--- src/rtl/dparb_pkg.sv ---
package dparb_pkg;

    localparam int NPORT  = 2;
    localparam int PORT_A = 0;
    localparam int PORT_B = 1;

    typedef enum logic [1:0] {
        ST_IDLE,
        ST_ACCESS,
        ST_PRECH,
        ST_REFRESH
    } arb_state_e;

    typedef struct packed {
        logic req;
        logic lock;
    } port_in_t;

    // Port chosen for an unlocked grant: on a tie, the one that did not win last.
    function automatic logic choose_port(input logic ra, input logic rb, input logic last_b);
        if (ra && rb) begin
            return !last_b;
        end
        return rb;
    endfunction

    function automatic int unsigned cnt_width(input int unsigned max_val);
        return (max_val < 2) ? 1 : $clog2(max_val + 1);
    endfunction

endpackage

--- src/rtl/dparb_refresh_req.sv ---
module dparb_refresh_req
    import dparb_pkg::*;
#(
    parameter int unsigned REFRESH_DIV = 4,
    parameter int unsigned MAX_DEFER   = 6
) (
    input  logic clk,
    input  logic rst,
    input  logic tick_i,
    input  logic take_i,
    input  logic hold_i,
    output logic pend_o,
    output logic defer_done_o
);
    localparam int unsigned TW = cnt_width(REFRESH_DIV - 1);
    localparam int unsigned XW = cnt_width(MAX_DEFER);

    logic [TW-1:0] tick_cnt_q;
    logic [XW-1:0] defer_q;
    logic          pend_q;
    logic          wrap;

    assign wrap = tick_i && (tick_cnt_q == TW'(REFRESH_DIV - 1));

    always_ff @(posedge clk) begin
        if (rst) begin
            tick_cnt_q <= '0;
        end else if (tick_i) begin
            tick_cnt_q <= wrap ? '0 : tick_cnt_q + 1'b1;
        end
    end

    always_ff @(posedge clk) begin
        if (rst) begin
            pend_q <= 1'b0;
        end else begin
            pend_q <= wrap || (pend_q && !take_i);
        end
    end

    always_ff @(posedge clk) begin
        if (rst || take_i || !pend_q) begin
            defer_q <= '0;
        end else if (hold_i && (defer_q != XW'(MAX_DEFER))) begin
            defer_q <= defer_q + 1'b1;
        end
    end

    assign pend_o       = pend_q;
    assign defer_done_o = (defer_q == XW'(MAX_DEFER));

    AST_PEND_CLEARS_ON_TAKE: assert property (@(posedge clk) disable iff (rst)
        (take_i && !wrap) |=> !pend_o);
    AST_DEFER_ONLY_WHILE_PEND: assert property (@(posedge clk) disable iff (rst)
        !pend_q |=> !defer_done_o || (MAX_DEFER == 0));

endmodule

--- src/rtl/dparb_sequencer.sv ---
module dparb_sequencer
    import dparb_pkg::*;
#(
    parameter int unsigned PRE_CYC = 2,
    parameter int unsigned RAS_CYC = 3
) (
    input  logic             clk,
    input  logic             rst,
    input  port_in_t [NPORT-1:0] port_i,
    input  logic             rfsh_pend_i,
    input  logic             defer_done_i,
    output logic             take_o,
    output logic             lock_eff_o,
    output logic             grant_b_o,
    output logic [NPORT-1:0] serve_o,
    output logic             row_active_o,
    output logic             rfsh_busy_o
);
    localparam int unsigned MAXC = (PRE_CYC > RAS_CYC) ? PRE_CYC : RAS_CYC;
    localparam int unsigned CW   = cnt_width(MAXC);

    arb_state_e    st_q, st_d;
    logic [CW-1:0] cnt_q, cnt_d;
    logic          grant_q, grant_d;
    logic          last_q, last_d;
    logic          owner_req, lock_eff, any_req, pick;

    assign owner_req = port_i[grant_q].req;
    assign lock_eff  = port_i[grant_q].lock;
    assign any_req   = port_i[PORT_A].req || port_i[PORT_B].req;
    assign pick      = choose_port(port_i[PORT_A].req, port_i[PORT_B].req, last_q);

    always_comb begin
        st_d    = st_q;
        cnt_d   = cnt_q;
        grant_d = grant_q;
        last_d  = last_q;
        take_o  = 1'b0;
        unique case (st_q)
            ST_IDLE: begin
                if (rfsh_pend_i && (!lock_eff || defer_done_i)) begin
                    take_o = 1'b1;
                    st_d   = ST_REFRESH;
                    cnt_d  = CW'(RAS_CYC - 1);
                end else if (lock_eff) begin
                    if (owner_req) begin
                        st_d = ST_ACCESS;
                    end
                end else if (any_req) begin
                    grant_d = pick;
                    last_d  = pick;
                    st_d    = ST_ACCESS;
                end
            end
            ST_ACCESS: begin
                if (!owner_req) begin
                    st_d  = ST_PRECH;
                    cnt_d = CW'(PRE_CYC - 1);
                end
            end
            ST_PRECH: begin
                if (cnt_q == '0) begin
                    st_d = ST_IDLE;
                end else begin
                    cnt_d = cnt_q - 1'b1;
                end
            end
            ST_REFRESH: begin
                if (cnt_q == '0) begin
                    st_d  = ST_PRECH;
                    cnt_d = CW'(PRE_CYC - 1);
                end else begin
                    cnt_d = cnt_q - 1'b1;
                end
            end
            default: st_d = ST_IDLE;
        endcase
    end

    always_ff @(posedge clk) begin
        if (rst) begin
            st_q    <= ST_IDLE;
            cnt_q   <= '0;
            grant_q <= 1'b0;
            last_q  <= 1'b1;
        end else begin
            st_q    <= st_d;
            cnt_q   <= cnt_d;
            grant_q <= grant_d;
            last_q  <= last_d;
        end
    end

    always_comb begin
        serve_o = '0;
        if (st_q == ST_ACCESS) begin
            serve_o[grant_q] = 1'b1;
        end
    end

    assign lock_eff_o   = lock_eff;
    assign grant_b_o    = grant_q;
    assign row_active_o = (st_q == ST_ACCESS) || (st_q == ST_REFRESH);
    assign rfsh_busy_o  = (st_q == ST_REFRESH);

    AST_GRANT_MOVES_IN_IDLE: assert property (@(posedge clk) disable iff (rst)
        !$stable(grant_q) |-> $past(st_q == ST_IDLE));
    AST_ACCESS_ENDS_IN_PRECH: assert property (@(posedge clk) disable iff (rst)
        (st_q == ST_ACCESS) |=> (st_q == ST_ACCESS) || (st_q == ST_PRECH));
    AST_NO_PREEMPT: assert property (@(posedge clk) disable iff (rst)
        (st_q == ST_ACCESS && owner_req) |=> (st_q == ST_ACCESS));
    AST_REFRESH_TO_PRECH: assert property (@(posedge clk) disable iff (rst)
        (st_q == ST_REFRESH && cnt_q == '0) |=> (st_q == ST_PRECH));
    AST_LOCK_HOLDS_GRANT: assert property (@(posedge clk) disable iff (rst)
        (st_q == ST_IDLE && lock_eff) |=> $stable(grant_q));
    AST_DEFER_LIMIT: assert property (@(posedge clk) disable iff (rst)
        (st_q == ST_IDLE && rfsh_pend_i && defer_done_i) |=> (st_q == ST_REFRESH));

endmodule

--- src/rtl/dparb_wait_gen.sv ---
module dparb_wait_gen
    import dparb_pkg::*;
(
    input  logic             clk,
    input  logic             rst,
    input  logic [NPORT-1:0] req_i,
    input  logic [NPORT-1:0] serve_i,
    input  logic             row_active_i,
    output logic [NPORT-1:0] wait_o
);
    for (genvar p = 0; p < NPORT; p++) begin : g_port
        assign wait_o[p] = req_i[p] && !serve_i[p];

        AST_STALL_WHEN_UNSERVED: assert property (@(posedge clk) disable iff (rst)
            (req_i[p] && !row_active_i) |-> wait_o[p]);
    end

    AST_ONE_SERVED: assert property (@(posedge clk) disable iff (rst)
        $onehot0(serve_i));

endmodule

--- src/rtl/dram_port_arbiter.sv ---
module dram_port_arbiter
    import dparb_pkg::*;
#(
    parameter int unsigned PRE_CYC     = 2,
    parameter int unsigned RAS_CYC     = 3,
    parameter int unsigned REFRESH_DIV = 4,
    parameter int unsigned MAX_DEFER   = 6
) (
    input  logic clk,
    input  logic rst,
    input  logic req_a,
    input  logic req_b,
    input  logic lock_a,
    input  logic lock_b,
    input  logic refresh_tick,
    output logic grant_b,
    output logic wait_a,
    output logic wait_b,
    output logic row_active,
    output logic refresh_busy
);
    port_in_t [NPORT-1:0] ports;
    logic [NPORT-1:0]     reqs, serve, waits;
    logic                 pend, defer_done, take, lock_eff;

    assign ports[PORT_A] = '{req: req_a, lock: lock_a};
    assign ports[PORT_B] = '{req: req_b, lock: lock_b};
    assign reqs          = {req_b, req_a};

    dparb_refresh_req #(
        .REFRESH_DIV (REFRESH_DIV),
        .MAX_DEFER   (MAX_DEFER)
    ) rfsh_i (
        .clk          (clk),
        .rst          (rst),
        .tick_i       (refresh_tick),
        .take_i       (take),
        .hold_i       (lock_eff),
        .pend_o       (pend),
        .defer_done_o (defer_done)
    );

    dparb_sequencer #(
        .PRE_CYC (PRE_CYC),
        .RAS_CYC (RAS_CYC)
    ) seq_i (
        .clk          (clk),
        .rst          (rst),
        .port_i       (ports),
        .rfsh_pend_i  (pend),
        .defer_done_i (defer_done),
        .take_o       (take),
        .lock_eff_o   (lock_eff),
        .grant_b_o    (grant_b),
        .serve_o      (serve),
        .row_active_o (row_active),
        .rfsh_busy_o  (refresh_busy)
    );

    dparb_wait_gen wait_i (
        .clk          (clk),
        .rst          (rst),
        .req_i        (reqs),
        .serve_i      (serve),
        .row_active_i (row_active),
        .wait_o       (waits)
    );

    assign wait_a = waits[PORT_A];
    assign wait_b = waits[PORT_B];

endmodule

--- config.mk ---
export PLATFORM = sky130hd
export DESIGN_NAME = dram_port_arbiter
export DESIGN_NICKNAME = d
export VERILOG_FILES = /design/src/rtl/dparb_pkg.sv /design/src/rtl/dparb_refresh_req.sv /design/src/rtl/dparb_sequencer.sv /design/src/rtl/dparb_wait_gen.sv /design/src/rtl/dram_port_arbiter.sv
export SDC_FILE = /design/constraint.sdc
export NUM_CORES = 1
export LEC_CHECK = 0
export CAP_MARGIN = 20
export CORE_UTILIZATION = 55
export CTS_CLUSTER_SIZE = 24
export DETAILED_ROUTE_END_ITERATION = 8
export DONT_BUFFER_PORTS = 1
export GPL_ROUTABILITY_DRIVEN = 0
export PLACE_DENSITY = 0.79
export SLEW_MARGIN = 20
export SYNTH_ARGS = -nofsm -noshare
export SYNTH_HDL_FRONTEND = slang
export SYNTH_SLANG_ARGS = --single-unit
--- constraint.sdc ---
create_clock -name clk -period 3.6 [get_ports clk]
set_input_delay 0.36 -clock clk [delete_from_list [all_inputs] [get_ports clk]]
set_output_delay 0.36 -clock clk [all_outputs]
set_load 0.1 [all_outputs]
### Word-level counts from Yosys, hierarchy flattened

Index checks and enable logic that the tools add are counted.

* register bits after elaboration: 12
* bits of input ports: 7
* output and inout port bits: 5
* logic and storage cells: 76

* add/subtract/negate cells: 3
* $lt $le $gt $ge: 2
* eq/ne operators: 13
* multiplexer cells: 24
* bitwise logic cells: 2
* reductions and logical operators: 25

Operator list (count)
* $mux 2: 15
* $pmux 2 s4: 2
* $logic_and 1x1->1: 8
* $ne 4x2->1 const B: 2
* $eq 2x2->1 const B: 3
* $logic_not 1->1: 6
* $logic_or 1x1->1: 6
* $mux 1: 6
* $ne 2x1->1 const B: 3
* $reduce_and 5->1: 1
* $logic_not 2->1: 2
* $ne 2x2->1 const B: 2
* $reduce_and 4->1: 1
* $add 3x1->3 const B: 1
* $eq 3x3->1 const B: 1
* $ne 3x3->1 const B: 1
* $reduce_and 3->1: 1
* $add 2x1->2 const B: 1
* $eq 2x1->1 const B: 1
* $lt 1x2->1 const B: 1
* $not 1->1: 2
* $sub 2x1->2 const B: 1
* $demux 1 s1: 1
* $ge 1x1->1 const B: 1

### Depth between registers and ports, before layout

Gate-level depths: netlist of run 1.

* word-level depth: 10
* depth in mapped cells: 6
* depth with buffers taken out: 6

### Modules after synthesis

From an unflattened synthesis of run 1, not the netlist that was laid out.

* cell total of the unflattened synthesis: 83
* area, all modules: 745.7 um^2

Modules (own cells, without submodules)
* dparb_sequencer: times used 1, cells an instance 52, area each 409.1 um^2, sequential area each 120.1 um^2
* dparb_refresh_req: times used 1, cells an instance 29, area each 309.0 um^2, sequential area each 120.1 um^2
* dparb_wait_gen: times used 1, cells an instance 2, area each 27.5 um^2, sequential area each 0.0 um^2

### Least setup slack after synthesis of run 1

OpenSTA, ideal clock, no wires.

* kind: reg2out
* start: reg seq_i.grant_q, in the netlist seq_i.grant_b_o
* end: out wait_b
* arrival time: 1797 ps
* data required time: 3240 ps
* slack: 1443 ps
* stages on the path, launching flop included: 4
* buffers on the path: 1
* path through: dfxtp_1 > buf_6 > inv_1 > o31a_1

* word-level cells in the longest chain between the ends: 7
* elaborated cells between the ends (all ways): 8
* classes of those cells: 2 x order compare; 3 x mux; 3 x reduce/logical

Ends and longest elaborated chain
* start, declared: RTL line dparb_sequencer.sv:24 `logic grant_q, grant_d;`
* start signal, assigned: RTL line dparb_sequencer.sv:89 `grant_q <= grant_d;`
* $lt 1x2->1 (implied by the code) or $ge 1x1->1 (tied branches): RTL line dparb_sequencer.sv:97 `serve_o[grant_q] = 1'b1;`
* $logic_and 1x1->1 (implied by the code): RTL line dparb_sequencer.sv:97
* $mux 1 (implied by the code): RTL line dparb_sequencer.sv:97
* $demux 1 s1 *
* $mux 2 *: RTL line dparb_sequencer.sv:96 `if (st_q == ST_ACCESS) begin`
* $logic_not 1->1 *: RTL line dparb_wait_gen.sv:12 `assign wait_o[p] = req_i[p] && !serve_i[p];`
* $logic_and 1x1->1 *: RTL line dparb_wait_gen.sv:12
* end, declared: RTL line dram_port_arbiter.sv:18 `output logic wait_b,`

Mark *: on every way between the ends. The rest lies on a longest branch, timed or not.

### Final worst setup path of run 1

* start: reg seq_i.st_q[0]
* end: out wait_b

* word-level cells in the longest chain between the ends: 4

Ends and longest elaborated chain
* start, declared: RTL line dparb_sequencer.sv:22 `arb_state_e st_q, st_d;`
* start signal, assigned: RTL line dparb_sequencer.sv:87 `st_q <= st_d;`
* $eq 2x1->1: RTL line dparb_sequencer.sv:96
* $mux 2: RTL line dparb_sequencer.sv:96
* $logic_not 1->1: RTL line dparb_wait_gen.sv:12
* $logic_and 1x1->1: RTL line dparb_wait_gen.sv:12

Every way passes these cells.

==> impl_metrics.py, run 1 <==
metrics = {
    "critical_path": {
        "end_kind": "output port",
        "worstPathCellList": "buf_4 > inv_1 > o31a_1",
        "cp-start-kind": "register",
        "critPathRequiredTime_ns": 3.24,
        "arrival_ns": 1.75,
        "worstSetupPathType": "register to output port",
        "path_buf_inv": 2,
        "cp_slowest_stage_delay_ns": 0.82,
        "critPathMaxFanout": 9,
        "cp_slowest_cell": "o31a_1",
        "cpLargestDelayFamily": "compound AO/OA/AOI/OAI gates",
    },
    "final_layout": {
        "layout_common_cells": "12 x dfxtp_1, 8 x nand2_1, 7 x a21oi_1, 6 x inv_1",
        "drive_gt1_share_pct": 21.2,
        "finalNetCount": 98,
        "num_antenna_cells": 0,
        "syn_to_final_growth_pct": 5.39,
        "layout_commonest_cell": "dfxtp_1",
    },
    "power_and_ir_drop": {
        "leakage_nw": 0.317,
        "p_clk_share_pct": 31.0,
        "switchingPower_mw": 0.117,
        "pwr_density_cell_mw_per_mm2": 447,
        "ir_drop_mv": 0.268,
        "combPwrFrac_pct": 26.3,
        "power_frac_seq_pct": 42.7,
        "switching_share_pct": 33.5,
        "p_int_mw": 0.233,
    },
    "cts": {
        "clock-sinks": 12,
        "insertion_delay_ns": 0.28,
        "htree_num_levels": 1,
        "cts_resized": 0,
        "root_buffer": "clkbuf_4",
        "clk_pin_slew_ns": 0.08,
        "numCtsBuffers": 3,
        "cts_setup_buffers": 0,
        "clk_path_buf_depth": 2,
        "cts_tree": "built",
        "holdBufCountCts": 0,
    },
    "die": {
        "dieArea_mm2": 0.00150,
        "die_width_um": 38.8,
        "core-area_mm2": 0.00119,
        "initial_utilization_pct": 62.7,
        "die_h_um": 38.8,
        "num_rows": 12,
        "io_pins": 12,
    },
    "drt": {
        "first_pass_iters": 2,
        "avgViaCountPerCell": 5.81,
        "wl_mm": 1.34,
        "drtIter0Drc": 7,
        "wire_per_inst_um": 13.5,
        "num_vias": 575,
        "drtAntennaViolNets": 0,
        "remaining_drc_errors": 0,
    },
    "timing": {
        "period_minus_slack_ns": 2.11,
        "fin_crit_sh_pct": 58.5,
        "drv_slew": 0,
        "setup_slack_ns": 1.49,
        "setup_viol": 0,
        "tns_ns": 0,
        "clock.fmax_mhz": 475,
        "fin_worst_skew_ns": 0.00491,
        "rsz0062_at_grt": "no",
        "finalHoldViolations": 0,
        "worstMarginPinSlew_ns": 1.02,
        "relSlewSlack_pct": 32.4,
    },
    "status": {
        "outcome": "complete, no violations",
    },
    "logic_synthesis": {
        "synth_flop_cell": "dfxtp_1",
        "synth_compound_area_share_pct": 18.2,
        "synth_nets": 95,
        "synthCells": 83,
        "synth_top_family_by_area": "simple AND/OR/NAND/NOR gates",
        "synth_xor_area_share_pct": 0,
        "yosysSeqAreaShare_pct": 32.3,
        "synthArstFlopShare_pct": 0,
        "synth_seq_cells": 12,
        "syn-mean-instance-area_um2": 8.95,
        "yosysUniqueCellTypes": 36,
        "yosysWarningCount": 0,
        "synth_fa_ha_area_share_pct": 8.42,
        "synth_enable_flop_cells": 0,
        "synth_mux_area_share_pct": 12.3,
        "yosys.area_share.simple_pct": 20.9,
        "syn-cell-area_um2": 743,
    },
    "global_route": {
        "grt_pass1_wl_mm": 2.10,
        "grt_usage_pct": 21.4,
        "grt_pass1_vias": 532,
        "grt.overflow.total": 0,
        "grt_max_degree": 12,
        "antenna_found_initial": 0,
    },
    "placement": {
        "dp.final_hpwl_mm": 1.02,
        "port_buffers": 0,
        "post-place-ws_ns": 1.79,
    },
    "min_path": {
        "hp-class": "input pin to register",
    },
    "flow_run": {
        "cap_viol_max_count": 0,
    },
}
synthesized netlist by cell type, types with 3 or more instances:
cell	number	area [um2]
a21oi_1	7	35.0
dfxtp_1	12	240
ha_1	5	62.6
inv_1	6	22.5
mux2i_1	4	40.0
nand2_1	8	30.0
nand3_1	3	15.0
nor2_1	5	18.8
logic make-up after synthesis:
family          Yosys count
flops                    12
fa+ha+maj                 5
simple gates             28
mux                       8
buf+inv                  11
compound gates           19
area by class of cell:
class / instances / area, um2
Tap cell: 14 / 17.5
Inverter: 6 / 22.5
Multi-Input combinational cell: 60 / 444
Fill cell: 113 / 403
Timing Repair Buffer: 3 / 22.5
Sequential cell: 12 / 240
Clock buffer: 4 / 36.3
path summary, 6_finish.rpt:
kind                      from                end  slack (ns)  depth (start not counted)
max              seq_i.st_q[0]             wait_b        1.49                          3
min reg2reg  rfsh_i.defer_q[2]  rfsh_i.defer_q[2]        0.49                          1
min                        rst    seq_i.grant_b_o        0.14                          1
max reg2reg      seq_i.st_q[0]     seq_i.cnt_q[1]        1.92                          6
power by group through the flow:
stage	sequential (mW)	combinational [mW]	clock (mW)
2_1_floorplan	0.153	0.0828	0
3_3_place_gp	0.152	0.0897	0
3_5_place_dp	0.153	0.0920	0
4_1_cts	0.150	0.0925	0.111
5_1_grt	0.151	0.0999	0.118
6_report	0.150	0.0922	0.109
sequential cells by signal (all words and copies together) (netlist names):
signal / flops
rfsh_i.pend_o: 1
rfsh_i.defer_q: 3
seq_i.st_q: 2
seq_i.cnt_q: 2
rfsh_i.tick_cnt_q: 2
seq_i.last_q: 1
seq_i.grant_b_o: 1
worst register-to-register path: cells and delay by family, from the launching register on:
| family | cells | cell delay [ns] |
|---|---|---|
| buf+inv | 2 | 0.62 |
| compound gates | 3 | 0.50 |
| flops | 1 | 0.31 |
| simple gates | 1 | 0.18 |
through the flow:
stage | hold WS [ns] | util (%) | power (mW) | cell area, um2 | cells
2_1_floorplan | 0.443 | - | 0.236 | 743 | 83
3_3_place_gp | 0.431 | 63.0 | 0.242 | 747 | 95
3_5_place_dp | 0.432 | 63.0 | 0.245 | 747 | 95
4_1_cts | 0.134 | 66.0 | 0.354 | 783 | 99
5_1_grt | 0.125 | 66.0 | 0.369 | 783 | 99
6_report | 0.140 | 66.0 | 0.350 | 783 | 99
metal layers:
metal	vias to the layer above	routed length, um	global-route usage [%]
met4	0	36	15.5
met2	13	643	35.8
li1	296	-	-
met3	4	54	4.62
met5	-	0	0
met1	262	604	23.5
Power figures use the tool's default switching activity.
==> run 2: changes to the inputs <==
--- a/config.mk
+++ b/config.mk
@@ -5,6 +5,7 @@
 export SDC_FILE = /design/constraint.sdc
 export NUM_CORES = 1
 export LEC_CHECK = 0
+export ABC_AREA = 1
 export CAP_MARGIN = 20
 export CORE_UTILIZATION = 55
 export CTS_CLUSTER_SIZE = 24
==> constraint.sdc (replaced) <==
create_clock -name clk -period 1.94 [get_ports clk]
set_input_delay 0.194 -clock clk [delete_from_list [all_inputs] [get_ports clk]]
set_output_delay 0.194 -clock clk [all_outputs]
set_load 0.1 [all_outputs]
==> run 2 against run 1 <==
Clock power is 37% higher. Area after synthesis increased by 0.17%. Hold slack worse by 0.13 ns. Die area is 0.15% higher. Wire length rose by 14%. Design area increased by 12%. Via count increased by 19%. Sequential power up 130%. Setup slack worse by 1.2 ns. Critical path type unchanged.
==> impl_metrics.py, run 2 <==
metrics = {
    "status": {
        "outcome": "complete, no violations",
    },
    "drt": {
        "remaining_drc_errors": 0,
        "first_pass_iters": 4,
        "wire_per_inst_um": 11.7,
        "num_vias": 687,
        "drtAntennaViolNets": 0,
        "drtIter0Drc": 18,
        "wl_mm": 1.52,
        "avgViaCountPerCell": 5.28,
    },
    "placement": {
        "dp_cells": 125,
        "post-place-ws_ns": 0.553,
        "dpl_cell_area_um2": 835,
        "port_buffers": 0,
        "dp.final_hpwl_mm": 1.17,
    },
    "critical_path": {
        "critPathRequiredTime_ns": 1.75,
        "timing.rr.end": "seq_i.st_q[0]",
        "cp-start-kind": "register",
        "crit_start": "seq_i.st_q[0]",
        "critPathMaxFanout": 5,
        "reg2reg_depth": 10,
        "worstSetupPathType": "register to output port",
        "r2r-start": "rfsh_i.defer_q[0]",
        "reg2reg_slack_ns": 0.60,
        "arrival_ns": 1.47,
        "end_kind": "output port",
        "cp-endpoint": "wait_a",
    },
    "die": {
        "die_width_um": 38.8,
        "num_rows": 12,
        "dieArea_mm2": 0.00150,
        "core-area_mm2": 0.00119,
        "die_h_um": 38.8,
        "io_pins": 12,
        "initial_utilization_pct": 62.8,
    },
    "logic_synthesis": {
        "yosysSeqAreaShare_pct": 32.3,
        "syn-mean-instance-area_um2": 6.96,
        "yosysUniqueCellTypes": 23,
        "synth_commonest_cells": "23 x nand2_1, 17 x inv_1, 15 x nor2_1, 12 x dfxtp_1, 6 x o21ai_0",
        "synthArstFlopShare_pct": 0,
        "synth_enable_flop_cells": 0,
        "synth.most_common_cell": "nand2_1",
        "synth_top_area_share_pct": 32.3,
        "synth_top_area_cell": "dfxtp_1",
        "synthCells": 107,
        "syn-cell-area_um2": 744,
        "synth_area_leaders": "dfxtp_1 32%, nand2_1 12%, inv_1 8.6%, ha_1 8.4%, nor2_1 7.6%",
        "synth_seq_cells": 12,
        "yosysWarningCount": 0,
        "synth_nets": 119,
        "synth_flop_cell": "dfxtp_1",
    },
    "cts": {
        "clock-sinks": 12,
        "insertion_delay_ns": 0.27,
        "cts_setup_buffers": 0,
        "numCtsBuffers": 3,
        "htree_num_levels": 1,
        "clk_path_buf_depth": 2,
        "root_buffer": "clkbuf_4",
        "cts_tree": "built",
        "clk_pin_slew_ns": 0.07,
    },
    "final_layout": {
        "num_antenna_cells": 0,
        "regMostFlops": "rfsh_i.defer_q",
        "layout_commonest_cell": "nand2_1",
        "fin_util_pct": 73.9,
        "nFillCells": 94,
        "fin_area_um2": 877,
        "largest_reg_flops": 3,
        "layout_common_cells": "23 x nand2_1, 17 x inv_1, 15 x nor2_1, 11 x dfxtp_1, 6 x o21ai_0",
        "finalNetCount": 130,
        "drive_gt1_share_pct": 19.8,
        "syn_to_final_growth_pct": 17.8,
        "layoutNonFillerInstCount": 130,
    },
    "timing": {
        "relSlewSlack_pct": 77.0,
        "period_minus_slack_ns": 1.67,
        "clock.fmax_mhz": 600,
        "fin_crit_sh_pct": 85.9,
        "hold_ws_ns": 0.0142,
        "worstMarginPinSlew_ns": 0.344,
        "tns_ns": 0,
        "drv_slew": 0,
        "finalHoldViolations": 0,
        "setup_viol": 0,
        "fin_worst_skew_ns": 0.00441,
        "rsz0062_at_grt": "no",
        "setup_slack_ns": 0.274,
    },
    "global_route": {
        "antenna_found_initial": 0,
        "grt_pass1_wl_mm": 2.44,
        "grt_usage_pct": 24.9,
        "grt.overflow.total": 0,
        "grt_pass1_vias": 617,
        "grt_max_degree": 8,
    },
    "power_and_ir_drop": {
        "pwr_density_cell_mw_per_mm2": 1300,
        "ir_drop_mv": 0.626,
        "finalPower_mw": 1.14,
        "leakage_nw": 0.440,
    },
    "min_path": {
        "hp-class": "input pin to register",
    },
    "flow_run": {
        "cap_viol_max_count": 0,
    },
}
-- run 2: metal layers --
metal  vias up  part of all wire, %  track usage, %
met4         0                  2.2            18.1
met5         -                    0               0
li1        353                    -               -
met1       307                   43            25.5
met2        22                   49            42.5
met3         5                  6.0            6.94
-- run 2: how the worst min path moves through the flow --
| stage | startpoint | end | slack (ns) | cells after the start |
|---|---|---|---|---|
| 6_report | refresh_tick | rfsh_i.tick_cnt_q[0] | 0.01 | 1 |
| 5_1_grt | refresh_tick | rfsh_i.tick_cnt_q[0] | 0.006 | 1 |
| 4_1_cts | refresh_tick | rfsh_i.tick_cnt_q[0] | 0.007 | 1 |
| 3_5_place_dp | rst | seq_i.grant_b_o | 0.26 | 1 |
| 3_3_place_gp | rst | seq_i.grant_b_o | 0.26 | 1 |
| 2_1_floorplan | rst | seq_i.grant_b_o | 0.26 | 1 |
-- run 2: power by group --
| part | leakage [nW] | internal, mW | switching (mW) |
|---|---|---|---|
| Combinational | 0.327 | 0.195 | 0.453 |
| Clock | 0.0138 | 0.0720 | 0.0767 |
| Sequential | 0.0990 | 0.301 | 0.0460 |
-- run 2: final cells by class --
class | instances | area [um2] | area share (%)
Multi-Input combinational cell | 75 | 429 | 48.9
Sequential cell | 12 | 241 | 27.5
Timing Repair Buffer | 7 | 95.1 | 10.8
Inverter | 19 | 71.3 | 8.13
Clock buffer | 3 | 22.5 | 2.57
Tap cell | 14 | 17.5 | 2.00
-- run 2: what timing repair did --
item                      in CTS  in global routing
hold endpoints to repair       4                  0
gates resized for setup        0                  0
hold buffers                   2                  0
-- run 2: cells by family after synthesis --
kind of cell,Yosys count,share of synthesized area [%]
flops,12,32.3
compound gates,15,12.3
buf+inv,20,10.1
simple gates,54,34.8
fa+ha+maj,5,8.40
xor+xnor,1,2.19
-- run 2: critical path: stages, from the launching register on --
cell     delay [ns]
dfxtp_1        0.40
inv_1          0.07
nor2_1         0.19
inv_1          0.11
o21ai_0        0.16
inv_1          0.09
buf_12         0.17
